<file path="src/rtl/uart_irq_pkg.sv">
package uart_irq_pkg;

    typedef enum logic [3:0] {
        CODE_MSR  = 4'b0000,
        CODE_NONE = 4'b0001,
        CODE_TXR  = 4'b0010,
        CODE_RDR  = 4'b0100,
        CODE_LSR  = 4'b0110,
        CODE_RTO  = 4'b1100
    } irq_code_e;

    // Packed with the highest priority cause in the most significant bit.
    typedef struct packed {
        logic lsr;
        logic rto;
        logic rdr;
        logic txr;
        logic msr;
    } irq_vec_t;

    localparam int NUM_SRC = $bits(irq_vec_t);

    // Code reported for a cause, indexed by its bit position in irq_vec_t.
    function automatic logic [3:0] src_code(input int idx);
        case (idx)
            4:       return CODE_LSR;
            3:       return CODE_RTO;
            2:       return CODE_RDR;
            1:       return CODE_TXR;
            default: return CODE_MSR;
        endcase
    endfunction

    // Apply the enable register: bit0 receive, bit1 transmit, bit2 line, bit3 modem.
    function automatic irq_vec_t mask_src(input irq_vec_t v, input logic [7:0] en);
        irq_vec_t m;
        m.lsr = v.lsr & en[2];
        m.rto = v.rto & en[0];
        m.rdr = v.rdr & en[0];
        m.txr = v.txr & en[1];
        m.msr = v.msr & en[3];
        return m;
    endfunction

endpackage

</file>
<file path="src/rtl/uart_irq_timeout.sv">
module uart_irq_timeout #(
    parameter int CHB_W = 4
) (
    input  logic             clk,
    input  logic             rst,
    input  logic             active,
    input  logic             restart,
    input  logic             tick,
    input  logic [CHB_W-1:0] char_bits,
    output logic             fire
);
    localparam int MAX_LIM = 4 * ((1 << CHB_W) - 1) + 12;
    localparam int CNT_W   = $clog2(MAX_LIM + 1);

    logic [CNT_W-1:0] cnt_q;
    logic [CNT_W-1:0] limit;

    assign limit = CNT_W'({char_bits, 2'b00}) + CNT_W'(12);
    assign fire  = active && !restart && tick && (cnt_q == limit - CNT_W'(1));

    always_ff @(posedge clk) begin
        if (rst || !active || restart) begin
            cnt_q <= '0;
        end else if (tick && cnt_q < limit) begin
            cnt_q <= cnt_q + CNT_W'(1);
        end
    end

    // counter is held at zero whenever the receive FIFO is empty
    p_hold_empty_r5: assert property (@(posedge clk) disable iff (rst)
        !active |=> cnt_q == '0);

endmodule

</file>
<file path="src/rtl/uart_irq_sources.sv">
module uart_irq_sources
    import uart_irq_pkg::*;
#(
    parameter int LVL_W = 5
) (
    input  logic             clk,
    input  logic             rst,
    input  logic [3:0]       lsr_err,
    input  logic [3:0]       msr_delta,
    input  logic [LVL_W-1:0] rx_level,
    input  logic [LVL_W-1:0] rx_trig,
    input  logic             rto_fire,
    input  logic             tx_empty,
    input  logic             tx_trig,
    input  logic             txr_ack,
    input  logic             rd_lsr,
    input  logic             rd_msr,
    input  logic             rd_rhr,
    input  logic             wr_thr,
    output irq_vec_t         pend_n,
    output irq_vec_t         pend_q
);
    logic tx_lvl, tx_prev_q, tx_rise;

    assign tx_lvl  = tx_empty | tx_trig;
    assign tx_rise = tx_lvl & ~tx_prev_q;

    always_comb begin
        pend_n.lsr = (pend_q.lsr & ~rd_lsr) | (|lsr_err);
        pend_n.msr = (pend_q.msr & ~rd_msr) | (|msr_delta);
        pend_n.rto = (pend_q.rto & ~rd_rhr) | rto_fire;
        pend_n.txr = (pend_q.txr & ~(wr_thr | txr_ack)) | tx_rise;
        pend_n.rdr = (rx_level != '0) && (rx_level >= rx_trig);
    end

    always_ff @(posedge clk) begin
        if (rst) begin
            pend_q    <= '0;
            tx_prev_q <= 1'b0;
        end else begin
            pend_q    <= pend_n;
            tx_prev_q <= tx_lvl;
        end
    end

    // a read with no fresh error leaves the line cause cleared
    p_lsr_clear_r3: assert property (@(posedge clk) disable iff (rst)
        (rd_lsr && lsr_err == '0) |=> !pend_q.lsr);

    // a read with no fresh change leaves the modem cause cleared
    p_msr_clear_r7: assert property (@(posedge clk) disable iff (rst)
        (rd_msr && msr_delta == '0) |=> !pend_q.msr);

    // a holding register read always clears the timeout
    p_rto_clear_r5: assert property (@(posedge clk) disable iff (rst)
        rd_rhr |=> !pend_q.rto);

    // a steady transmit level never re-raises a cleared cause
    p_tx_rearm_r6: assert property (@(posedge clk) disable iff (rst)
        (wr_thr && !tx_rise) |=> !pend_q.txr);

endmodule

</file>
<file path="src/rtl/uart_irq_prio.sv">
module uart_irq_prio
    import uart_irq_pkg::*;
#(
    parameter int N = NUM_SRC
) (
    input  logic [N-1:0] req,
    output logic [N-1:0] grant,
    output logic [3:0]   code
);
    for (genvar i = 0; i < N; i++) begin : g_grant
        if (i == N - 1) begin : g_top
            assign grant[i] = req[i];
        end else begin : g_low
            assign grant[i] = req[i] & ~(|req[N-1:i+1]);
        end
    end

    always_comb begin
        code = '0;
        for (int i = 0; i < N; i++) begin
            if (grant[i]) code = code | src_code(i);
        end
        if (req == '0) code = CODE_NONE;
    end

endmodule

</file>
<file path="src/rtl/uart_irq_ctrl.sv">
module uart_irq_ctrl
    import uart_irq_pkg::*;
#(
    parameter int LVL_W = 5,
    parameter int CHB_W = 4
) (
    input  logic             clk,
    input  logic             rst,
    input  logic [7:0]       ier_i,
    input  logic [3:0]       lsr_err_i,
    input  logic [3:0]       msr_delta_i,
    input  logic [LVL_W-1:0] rx_level_i,
    input  logic [LVL_W-1:0] rx_trig_i,
    input  logic             rx_char_i,
    input  logic             bit_tick_i,
    input  logic [CHB_W-1:0] char_bits_i,
    input  logic             tx_empty_i,
    input  logic             tx_trig_i,
    input  logic             rd_isr_i,
    input  logic             rd_lsr_i,
    input  logic             rd_msr_i,
    input  logic             rd_rhr_i,
    input  logic             wr_thr_i,
    output logic [3:0]       code_o,
    output logic             irq_o
);
    irq_vec_t           pend_n, pend_q, masked;
    logic [NUM_SRC-1:0] grant;
    logic [3:0]         code_n;
    logic               rto_fire;
    logic               txr_ack;

    assign txr_ack = rd_isr_i && (code_o == CODE_TXR);

    uart_irq_timeout #(.CHB_W(CHB_W)) u_timeout (
        .clk       (clk),
        .rst       (rst),
        .active    (rx_level_i != '0),
        .restart   (rx_char_i | rd_rhr_i),
        .tick      (bit_tick_i),
        .char_bits (char_bits_i),
        .fire      (rto_fire)
    );

    uart_irq_sources #(.LVL_W(LVL_W)) u_sources (
        .clk       (clk),
        .rst       (rst),
        .lsr_err   (lsr_err_i),
        .msr_delta (msr_delta_i),
        .rx_level  (rx_level_i),
        .rx_trig   (rx_trig_i),
        .rto_fire  (rto_fire),
        .tx_empty  (tx_empty_i),
        .tx_trig   (tx_trig_i),
        .txr_ack   (txr_ack),
        .rd_lsr    (rd_lsr_i),
        .rd_msr    (rd_msr_i),
        .rd_rhr    (rd_rhr_i),
        .wr_thr    (wr_thr_i),
        .pend_n    (pend_n),
        .pend_q    (pend_q)
    );

    assign masked = mask_src(pend_n, ier_i);

    uart_irq_prio #(.N(NUM_SRC)) u_prio (
        .req   (masked),
        .grant (grant),
        .code  (code_n)
    );

    always_ff @(posedge clk) begin
        if (rst) begin
            code_o <= CODE_NONE;
            irq_o  <= 1'b0;
        end else begin
            code_o <= code_n;
            irq_o  <= ~code_n[0];
        end
    end

    // the top code is shown only while its latched cause is held
    p_lsr_shown_r2: assert property (@(posedge clk) disable iff (rst)
        (code_o == CODE_LSR) |-> pend_q.lsr);

    // a transmit code read is followed by no transmit code unless re-armed
    p_tx_ack_r6: assert property (@(posedge clk) disable iff (rst)
        (rd_isr_i && code_o == CODE_TXR && !tx_empty_i && !tx_trig_i) |=> code_o != CODE_TXR);

endmodule

</file>
<file path="config.mk">
export PLATFORM = sky130hd
export DESIGN_NAME = uart_irq_ctrl
export DESIGN_NICKNAME = d
export VERILOG_FILES = /design/src/rtl/uart_irq_pkg.sv /design/src/rtl/uart_irq_timeout.sv /design/src/rtl/uart_irq_sources.sv /design/src/rtl/uart_irq_prio.sv /design/src/rtl/uart_irq_ctrl.sv
export SDC_FILE = /design/constraint.sdc
export NUM_CORES = 1
export LEC_CHECK = 0
export BUFFER_PORTS_ARGS = -buffer_cell sky130_fd_sc_hd__buf_2
export CORE_MARGIN = 5
export CORE_UTILIZATION = 50
export CTS_CLUSTER_DIAMETER = 150
export DETAILED_ROUTE_END_ITERATION = 12
export GPL_ROUTABILITY_DRIVEN = 0
export HOLD_SLACK_MARGIN = 0.1
export PLACE_DENSITY = 0.82
export REMOVE_ABC_BUFFERS = 1
export SYNTH_ARGS = -nofsm -noshare
export SYNTH_HDL_FRONTEND = slang
export SYNTH_SLANG_ARGS = --single-unit
</file>
<file path="constraint.sdc">
create_clock -name clk -period 3.8 [get_ports clk]
set_input_delay 0.57 -clock clk [delete_from_list [all_inputs] [get_ports clk]]
set_output_delay 0.57 -clock clk [all_outputs]
set_load 0.02 [all_outputs]
</file>
* Yosys cells after proc, flatten, opt, wreduce, memory -nomap -nowiden
Index checks and enable logic that the tools add are counted.
Storage, ports and cells: input bits 41, output and inout port bits 5, register bits after elaboration 17
Cells by class: mux-type cells 8, bitwise operators 32, $lt $le $gt $ge 2, reduce and logical (&&, ||, !) cells 17, equality and inequality tests 2, add/subtract/negate cells 3
Operators by type and width (number):
- 4-bit 2-to-1 mux | 6
- 1-bit bitwise AND | 13
- 1-bit NOT | 9
- 4-bit OR | 2
- 4-bit OR reduction | 2
- 6-bit by 4-bit adder with 7-bit output (second input constant) | 1
- 7-bit by 1-bit adder with 7-bit output (second input constant) | 1
- 7-bit == test | 1
- 7-bit < comparator | 1
- 1-bit OR | 7
- 7-bit by 1-bit subtractor with 7-bit output (second input constant) | 1
- 1-bit logical AND | 6
- 5-bit greater-or-equal comparator | 1
- 5-bit logical NOT | 1
- 5-bit nonzero test | 1
- 4-bit by 2-bit == test with 1-bit output (second input constant) | 1
- 2-bit by 4-bit OR with 4-bit output | 1
- 2-bit OR reduction | 2
- 3-bit OR reduction | 1
- 1-bit logical NOT | 2
- 1-bit logical OR | 2
- 2-bit 2-to-1 mux | 1
- 1-bit 2-to-1 mux | 1

* Longest topological paths before layout
depth in word-level cells 19, gate-level depth with buffers 10, gate-level depth less buffers 10

* Hierarchy
A second synthesis with hierarchy kept.
Second synthesis, totals: cell total of the unflattened synthesis 167, area total of the unflattened synthesis 1382.6 um^2
Modules (own cells, without submodules):
- uart_irq_timeout | cells an instance 92, area each 750.7 um^2, sequential area each 140.1 um^2, times used 1
- uart_irq_sources | cells an instance 42, area each 357.8 um^2, sequential area each 120.1 um^2, times used 1
- uart_irq_ctrl | cells an instance 21, area each 192.7 um^2, sequential area each 100.1 um^2, times used 1
- uart_irq_prio | cells an instance 12, area each 81.3 um^2, sequential area each 0.0 um^2, times used 1

* Least setup slack after synthesis
OpenSTA, ideal clock, no wires.
kind input-to-reg, start point in char_bits_i[1], end point reg u_timeout.cnt_q[6], stages on the path 10, path buffers 0, slack 1.315 ns, arrival 2.359 ns, data required time 3.674 ns, cells stage by stage inv_1 -> ha_1 -> a21oi_1 -> xor2_1 -> ha_1 -> o21a_1 -> o21a_4 -> nor4_4 -> a31o_2 -> a21oi_1
On the way: word-level cells in the longest chain between the ends 3
Ends and longest elaborated chain:
- start, declared | RTL line uart_irq_ctrl.sv:16 | input logic [CHB_W-1:0] char_bits_i,
- 6-bit by 4-bit adder with 7-bit output | RTL line uart_irq_timeout.sv:18 | assign limit = CNT_W'({char_bits, 2'b00}) + CNT_W'(12);
- 7-bit < comparator | RTL line uart_irq_timeout.sv:24 | end else if (tick && cnt_q < limit) begin
- 1-bit logical AND | RTL line uart_irq_timeout.sv:24
- end signal, assigned | RTL line uart_irq_timeout.sv:25 | cnt_q <= cnt_q + CNT_W'(1);
- end, declared | RTL line uart_irq_timeout.sv:15 | logic [CNT_W-1:0] cnt_q;
No other way between the ends. A chain may end at the register's enable or synchronous reset.

* Worst setup path in the final report
Ends and elaborated chain as after synthesis.

==> flow_summary.yaml <==
clock_network:
  cts_tree: "yes"
  post_cts_resized: 0
  cts_root_buffer: "clkbuf_4"
  postCtsSetupBuffers: 0
  clk_pin_slew_ps: 100
  cts_hold_buf: 0
  cts.sinks: 17
  htreeDepth: 1
  insertion_delay_ps: 300
  cts_buffers: 3
  cts_buffer_depth: 2
routing:
  drc: 0
  viasPerCell: 5.22
  avgRoutedWirePerCell_um: 12.2
  firstDrtPassIters: 4
  drt.antenna.violating_nets: 0
  via_count: 1043
  finalWirelength_mm: 2.45
  drt_iter0_markers: 16
die:
  dieArea_um2: 3380
  start_util: 0.524
  coreArea_um2: 2210
  die_w_um: 58.1
  row_count: 17
  die_h_um: 58.1
  io_pins: 46
timing:
  max_slew.worst_pin.slew_ps: 330
  finalCritPeriodShare: 0.655
  finalHoldViolCount: 0
  slew_viol_final: 0
  setup-tns-final_ps: 0
  fmax_mhz: 402
  timing.final.crit_period_ps: 2490
  setup-violations-final: 0
  rsz0062_at_grt: "no"
  skew_ps: 5.27
  relSlewSlack: 0.778
hold_path:
  hold_depth: 3
  hold_class: "in -> reg"
  hold_end: "u_sources.tx_prev_q$_SDFF_PP0_"
  hp-start: "tx_empty_i"
critical_path:
  path_cells: "buf_2 -> inv_1 -> ha_1 -> a21oi_1 -> xor2_1 -> ha_1 -> o21a_1 -> o21a_4 -> nor4_4 -> a31o_2 -> a21oi_1"
  r2r-start: "u_timeout.cnt_q[3]$_SDFFE_PP0P_"
  worstSetupPathType: "in -> reg"
  max_stage_delay_ps: 330
  r2r_slack_ps: 1760
  cp_max_fo: 5
  timing.rr.end: "u_timeout.cnt_q[6]$_SDFFE_PP0P_"
  end_kind: "register"
  cp.arrival_ps: 2690
  crit_path_top_delay_cell: "nor4_4"
  r2r_cells: 8
  cp.required_ps: 4000
  startpoint_type: "input pin"
power:
  p_per_area_nw_per_um2: 263
  power_frac_comb: 0.230
  power_mw: 0.373
  switching_power_mw: 0.106
  seqPwrFrac: 0.503
  power.internal_mw: 0.267
  pwr-share-clk: 0.267
  ir_drop_mv: 0.163
  power.leakage_nw: 0.651
  swShare: 0.285
global_route:
  antenna_found_initial: 0
  grt_max_degree: 12
  grt_usage: 0.156
  grt_pass1_vias: 1062
  grt_overflow_total: 0
  grt_pass1_wl_mm: 4.10
synth:
  syn_area_um2: 1160
  yosysMostFrequentCell: "dfxtp_1"
  synthCells: 129
  synth_edf_count: 0
  synth.area.top_cells: "dfxtp_1, ha_1, xnor2_1, xor2_1, inv_1"
  synth_common_cells: "dfxtp_1, ha_1, inv_1"
  synth-seq-area-share: 0.294
  synthDistinctLibCells: 38
  ys_seq_elements: 17
  ys_async_sr_fraction: 0
  synth_top_area_share: 0.294
  yosysWarnings: 0
  ys.flop_type: "dfxtp_1"
  synth_top_cell_by_area: "dfxtp_1"
  syn_avg_cell_area_um2: 8.98
final_layout:
  fillers: 203
  nets: 229
  final_util: 0.641
  drive_above_1_share: 0.320
  n_antenna_cell: 0
  area_delta_synth_final_pct: 22.5
  finalNonFillerCells: 200
placement:
  numPortBuffers: 41
  dp.cells: 196
  dp_hpwl_mm: 2.10
status:
  run_status: "completed"
run:
  drv_cap: 0
==> cell type report <==
| cell class | instances | area, um^2 | area share |
|---|---|---|---|
| Clock buffer | 3 | 22.5 | 0.0159 |
| Tap cell | 28 | 35.0 | 0.0247 |
| Inverter | 11 | 41.3 | 0.0291 |
| Timing Repair Buffer | 41 | 205 | 0.145 |
| Clock inverter | 1 | 5.00 | 0.00353 |
| Sequential cell | 17 | 340 | 0.240 |
| Multi-Input combinational cell | 99 | 769 | 0.542 |
==> registers in the layout, indices dropped and copies added (netlist names) <==
name and flops:
code_o 4, irq_o 1, u_timeout.cnt_q 7, u_sources.tx_prev_q 1, u_sources.pend_q 4
==> cells by family after synthesis <==
kind of cell / share of synthesized area
AND/OR/NAND/NOR: 0.255
buffers and inverters: 0.0421
flip-flops: 0.294
adder cells (fa/ha/maj): 0.162
AO/OA/AOI/OAI: 0.148
multiplexers: 0.00864
XOR/XNOR: 0.0907
==> worst max-delay path, delay by kind of cell <==
kind / cells / cell delay [ps]
and+or+nand+nor: 1 / 330
AOI/OAI and AO/OA: 5 / 880
buffers and inverters: 2 / 180
xor gates and xnor gates: 1 / 270
adders and majority gates: 2 / 460
==> layer usage <==
metal	track usage	wire [um]	vias to the layer above	share of wire
li1	-	-	541	-
met1	0.160	1040	463	0.42
met2	0.287	1190	34	0.49
met3	0.0379	163	5	0.067
met4	0.0828	53	0	0.022
met5	0	0	-	0
==> metrics by stage <==
stage	instance area [um^2]	worst slack (ps)	hold WS [ps]
floorplan	1150	1320	452
global placement	1390	1070	469
detailed placement	1390	992	493
CTS	1420	1310	488
global route	1420	1180	527
finish	1420	1310	491
==> worst max path at each step <==
stage / start / endpoint / slack [ps] / cells after the start
after floorplan: char_bits_i[1] / u_timeout.cnt_q[6]$_SDFFE_PP0P_ / 1320 / 10
after global placement: char_bits_i[1] / u_timeout.cnt_q[6]$_SDFFE_PP0P_ / 1070 / 11
after detailed placement: char_bits_i[1] / u_timeout.cnt_q[6]$_SDFFE_PP0P_ / 990 / 11
after CTS: char_bits_i[1] / u_timeout.cnt_q[6]$_SDFFE_PP0P_ / 1310 / 11
after global routing: char_bits_i[1] / u_timeout.cnt_q[6]$_SDFFE_PP0P_ / 1180 / 11
final: char_bits_i[1] / u_timeout.cnt_q[6]$_SDFFE_PP0P_ / 1310 / 11
==> cells in the final DEF (no fill, tap or decap), types with 2 or more instances in the layout <==
master / count
a21oi_1: 6
buf_2: 41
clkbuf_4: 3
dfxtp_1: 17
ha_1: 15
inv_1: 11
nand2_1: 7
nand2b_1: 5
nand3_1: 4
nand3b_1: 3
nor2_1: 10
nor2b_1: 3
nor4_1: 3
nor4_2: 2
o21a_1: 3
o21ai_0: 4
o32ai_1: 2
xnor2_1: 7
xor2_1: 5
==> power groups by stage <==
stage                     Clock, mW  Combinational [mW]  Sequential [mW]
after floorplan                   0              0.0467            0.196
after global placement            0              0.0823            0.191
after detailed placement          0              0.0864            0.192
after CTS                     0.103              0.0870            0.187
after global routing          0.115              0.0966            0.188
final                        0.0996              0.0859            0.188
(Power assumes the default switching activity.)
